### config.mk
export PLATFORM = sky130hd
export DESIGN_NAME = bb_phase_seq
export DESIGN_NICKNAME = d
export VERILOG_FILES = /design/src/rtl/bb_phase_seq.sv
export SDC_FILE = /design/constraint.sdc
export NUM_CORES = 1
export LEC_CHECK = 0
export BUFFER_PORTS_ARGS = -buffer_cell sky130_fd_sc_hd__buf_2
export CAP_MARGIN = 20
export CORE_ASPECT_RATIO = 0.6
export CORE_MARGIN = 4
export CORE_UTILIZATION = 40
export DETAILED_ROUTE_END_ITERATION = 8
export GPL_TIMING_DRIVEN = 0
export SETUP_SLACK_MARGIN = 0.05
export SKIP_CTS_REPAIR_TIMING = 1
export SYNTH_ARGS = -nofsm -noshare
export SYNTH_HDL_FRONTEND = slang
export SYNTH_SLANG_ARGS = --single-unit
### constraint.sdc
create_clock -name clk -period 5.3 [get_ports clk]
set_input_delay 0.53 -clock clk [delete_from_list [all_inputs] [get_ports clk]]
set_output_delay 0.53 -clock clk [all_outputs]
set_load 0.03 [all_outputs]
### src/rtl/bb_phase_seq.sv
module bb_phase_seq #(
  parameter int TIMEOUT_CYC   = 50,
  parameter int FREEWHEEL_CYC = 3,
  parameter int DEAD_CYC      = 1
) (
  input  logic       clk,
  input  logic       rst_n,
  input  logic       enable,
  input  logic       buck_only,
  input  logic       zc_cmp_dis,
  input  logic       softstart,
  input  logic       ccm,
  input  logic       vin_gt_vout,
  input  logic       charge_req,
  input  logic       over_lim1,
  input  logic       over_limsum,
  input  logic       ss_over_lim1,
  input  logic       ss_over_limsum,
  input  logic       at_valley,
  input  logic       below_zero,
  output logic       gate_in_hi,
  output logic       gate_in_lo,
  output logic       gate_out_hi,
  output logic       gate_out_lo,
  output logic [2:0] phase
);

  localparam int MAX_A = (TIMEOUT_CYC > FREEWHEEL_CYC) ? TIMEOUT_CYC : FREEWHEEL_CYC;
  localparam int MAX_C = (MAX_A > DEAD_CYC) ? MAX_A : DEAD_CYC;
  localparam int CW    = $clog2(MAX_C + 1);
  localparam logic [CW-1:0] TO_LAST   = CW'(TIMEOUT_CYC - 1);
  localparam logic [CW-1:0] FW_LAST   = CW'(FREEWHEEL_CYC - 1);
  localparam logic [CW-1:0] DEAD_LAST = CW'(DEAD_CYC - 1);

  typedef enum logic [2:0] {S_IDLE, S_DEAD, S_P1, S_P2, S_P3, S_P4} st_t;

  st_t           st, tgt, dest;
  logic [CW-1:0] cnt;
  logic          go;

  wire lim1     = softstart ? ss_over_lim1   : over_lim1;
  wire limsum   = softstart ? ss_over_limsum : over_limsum;
  wire ccm_eff  = ccm & ~softstart;
  wire valley   = at_valley & ~softstart;
  wire dis_done = valley | below_zero;
  wire fw_timed = ccm_eff & zc_cmp_dis;

  always_comb begin
    go   = 1'b0;
    dest = S_P2;
    case (st)
      S_IDLE: go = charge_req;
      S_P2: begin
        go   = lim1;
        dest = S_P1;
      end
      S_P1: begin
        dest = S_P3;
        if (cnt >= TO_LAST)  go = 1'b1;
        else if (buck_only)  go = lim1;
        else if (vin_gt_vout) go = limsum;
        else                 go = valley;
      end
      S_P3: begin
        go   = dis_done;
        dest = (ccm_eff && !zc_cmp_dis) ? S_P2 : S_P4;
      end
      S_P4: go = fw_timed ? (cnt >= FW_LAST) : (charge_req | ccm_eff);
      default: go = 1'b0;
    endcase
  end

  always_ff @(posedge clk or negedge rst_n) begin
    if (!rst_n) begin
      st  <= S_IDLE;
      tgt <= S_P2;
      cnt <= '0;
    end else if (!enable) begin
      st  <= S_IDLE;
      cnt <= '0;
    end else if (st == S_DEAD) begin
      if (cnt >= DEAD_LAST) begin
        st  <= (tgt == S_P2 && buck_only) ? S_P1 : tgt;
        cnt <= '0;
      end else begin
        cnt <= cnt + 1'b1;
      end
    end else if (go) begin
      st  <= S_DEAD;
      tgt <= dest;
      cnt <= '0;
    end else if (cnt != '1) begin
      cnt <= cnt + 1'b1;
    end
  end

  always_comb begin
    phase = 3'd0;
    case (st)
      S_P1: phase = 3'd1;
      S_P2: phase = 3'd2;
      S_P3: phase = 3'd3;
      S_P4: phase = 3'd4;
      default: phase = 3'd0;
    endcase
  end

  assign gate_in_hi  = (st == S_P1) || (st == S_P2);
  assign gate_in_lo  = (st == S_P3) || (st == S_P4);
  assign gate_out_hi = (st == S_P1) || (st == S_P3);
  assign gate_out_lo = (st == S_P2) || (st == S_P4);

  logic [CW:0] p1_run;
  always_ff @(posedge clk or negedge rst_n) begin
    if (!rst_n)            p1_run <= '0;
    else if (phase == 3'd1) p1_run <= p1_run + 1'b1;
    else                   p1_run <= '0;
  end

  AST_TWO_ON: assert property (@(posedge clk) disable iff (!rst_n)
    (phase != 3'd0) |-> ($countones({gate_in_hi, gate_in_lo, gate_out_hi, gate_out_lo}) == 2));
  AST_OFF_CODE0: assert property (@(posedge clk) disable iff (!rst_n)
    (phase == 3'd0) |-> !(gate_in_hi || gate_in_lo || gate_out_hi || gate_out_lo));
  AST_DIS_OFF: assert property (@(posedge clk) disable iff (!rst_n)
    !enable |=> (phase == 3'd0));
  AST_DEAD_GAP: assert property (@(posedge clk) disable iff (!rst_n)
    (phase != 3'd0) |=> (phase == $past(phase) || phase == 3'd0));
  AST_NO_P2_BUCK: assert property (@(posedge clk) disable iff (!rst_n)
    (buck_only && phase != 3'd2) |=> (phase != 3'd2));
  AST_P1_BOUND: assert property (@(posedge clk) disable iff (!rst_n)
    p1_run <= (CW+1)'(TIMEOUT_CYC));
  AST_SS_VALLEY: assert property (@(posedge clk) disable iff (!rst_n)
    (enable && softstart && phase == 3'd3 && !below_zero) |=> (phase == 3'd3));

endmodule

==> impl_metrics.ini <==
[floorplan]
die_area_um2 = 3140
core_area_um2 = 2160
die_y_um = 45.1
fp-row-count = 13
ios = 22
chipWidth_um = 69.8
start_util = 0.423

[timing]
setup_tns_ps = 0
rsz0062_at_grt = false
tightestPinTransition_ps = 403
setup_viol = 0
period_share = 0.377
drv_slew = 0
clock.fmax_ghz = 0.500
skew_ps = 2.23
hold_viol_final = 0
slew_headroom = 0.728
period_minus_slack_ps = 2000

[logic_synthesis]
synth_cell_type_count = 47
ys_seq_elements = 12
synth_area_per_cell_um2 = 9.96
synth_cells = 92
yosysWarnings = 0
ys.flop_type = dfrtp_1
synthSimpleGateAreaFrac = 0.313
synthesis.nets = 111
synthXorXnorAreaFrac = 0.0191
synth_compound_area_frac = 0.212
synthArstFlopShare = 1.00
mappedNetlistArea_um2 = 916
synthMuxAreaShare = 0.0328
ys_seq_area_frac = 0.331
synth-adder-area-share = 0.0546
synth_top_family_by_area = simple AND/OR/NAND/NOR gates
synth-edff-count = 0

[clocking]
clkLatencyLatePin_ps = 240
clkTransAtPathRegs_ps = 50
cts.path.max_buffers = 2
cts_tree = yes
cts.sinks = 12
htreeDepth = 1
cts_made_buffers = 3
root_buffer = clkbuf_8

[routing]
wl_met2_um = 852
final_antenna_net_count = 0
dr.first_iter.drc_count = 48
wl_per_cell_um = 14.6
wl_met1_mm = 1.08
top_layer_used = met4
viasPerCell = 5.23
wl_met3_um = 195
wl_mm = 2.14
firstDrtPassIters = 4
remaining_drc_errors = 0
vias = 769

[power_and_ir_drop]
powerDensity_nw_per_um2 = 432
power_leakage_nw = 0.526
vdd_drop_max_mv = 0.286
p_total_w = 0.000481

[setup_path]
cp-end-kind = output pin
ff2ff_setup_slack_ps = 3380
reg2reg_to = st[0]
crit_type = reg -> out
startpoint = st[2]
path_max_fanout = 8
required_ps = 4770
reg2reg_depth = 7
crit_path_end = phase[0]
cp.arrival_ps = 1470
reg2reg_from = cnt[1]
worstSetupStartpointType = flop

[grt]
grt_pass1_vias = 727
grt_overflow_total = 0
grt_max_degree = 13
grtUsageTotal = 0.144
grt_first_pass_wirelength_mm = 3.46
antenna_found_initial = 0

[finish]
final_core_util = 0.515
final_cell_mix = buf_2 (21), dfrtp_1 (10), nor2_1 (7), inv_1 (6), nand2_1 (6)
fin_nets = 137
postLayoutCellArea_um2 = 1110
area_delta_synth_final_pct = 21.6
nFillCells = 214
drive_gt1_frac = 0.385
final_common_cell = buf_2
num_antenna_cells = 0

[place]
place.gp.congestion = 0.798
placed_cell_area_um2 = 1060
port_buffers = 21
dp_hpwl_mm = 1.71

[worst_hold_path]
hp-class = in -> async

[flow_run]
maxCapViolations = 0

[run_status]
status = complete, no violations
==> registers in the layout, indices dropped and copies added (netlist names) <==
signal,flops
cnt,6
st,3
tgt,3
==> per-stage QoR <==
stage               std cells  setup slack, ps  hold slack [ps]
floorplan                  92             3300              234
global placement          143             3420              423
detailed placement        143             3390              425
CTS                       147             3290              168
global route              147             3200              182
finish                    147             3300              163
==> cells in the mapped netlist (all sizes together), types with 3 or more instances <==
library cell / n / area [um2]
dfrtp: 10 / 250
ha: 4 / 50.1
nand2b: 3 / 21.3
nor2b: 4 / 27.5
nand2: 6 / 22.5
nor2: 8 / 32.5
o211ai: 3 / 55.1
mux2i: 3 / 30.0
a21oi: 4 / 20.0
inv: 6 / 22.5
and2: 3 / 21.3
nand3: 4 / 25.0
o21ai: 5 / 25.0
==> where the power goes <==
part / switching (W) / total [W] / internal (W)
sequential: 0.0000307 / 0.000148 / 0.000117
clock: 0.0000330 / 0.0000986 / 0.0000656
combinational: 0.000137 / 0.000235 / 0.0000975
==> critical path, cell delays in order, from the launching register on <==
cell	delay, ps
dfrtp_1	480
nand2b_1	250
a21oi_1	200
buf_4	130
buf_2	180
==> kinds of logic (layout without fill, tap and decap cells) <==
group / count (synthesis) / after routing
DFF: 12 / 12
adders and majority gates: 4 / 4
muxes: 3 / 3
buffers and inverters: 8 / 33
AOI/OAI and AO/OA: 22 / 22
and+or+nand+nor: 41 / 41
xor gates and xnor gates: 2 / 2
==> worst min path at each step <==
stage / startpoint / to / slack [ps] / cells past startpoint
2_1_floorplan: rst_n / cnt[0] / 230 / 0
3_3_place_gp: rst_n / st[2] / 420 / 1
3_5_place_dp: rst_n / st[2] / 430 / 1
4_1_cts: rst_n / st[1] / 170 / 1
5_1_grt: rst_n / st[0] / 180 / 1
6_report: rst_n / st[2] / 160 / 1
==> per-layer routing <==
layer  GRT usage  vias up
met2       0.203       29
met1       0.207      356
met3      0.0489        2
met4      0.0458        0
li1            -      382
met5           0        -
==> cell type report <==
cell class	instances	area [um2]	area share
buffer	1	7.51	0.00674
clock buffer	4	55.1	0.0494
inverter	7	27.5	0.0247
multi-input combinational	72	578	0.519
sequential	12	303	0.272
tap	30	37.5	0.0337
timing repair buffer	21	105	0.0944
Note: power is estimated with default switching activity, not from simulation.
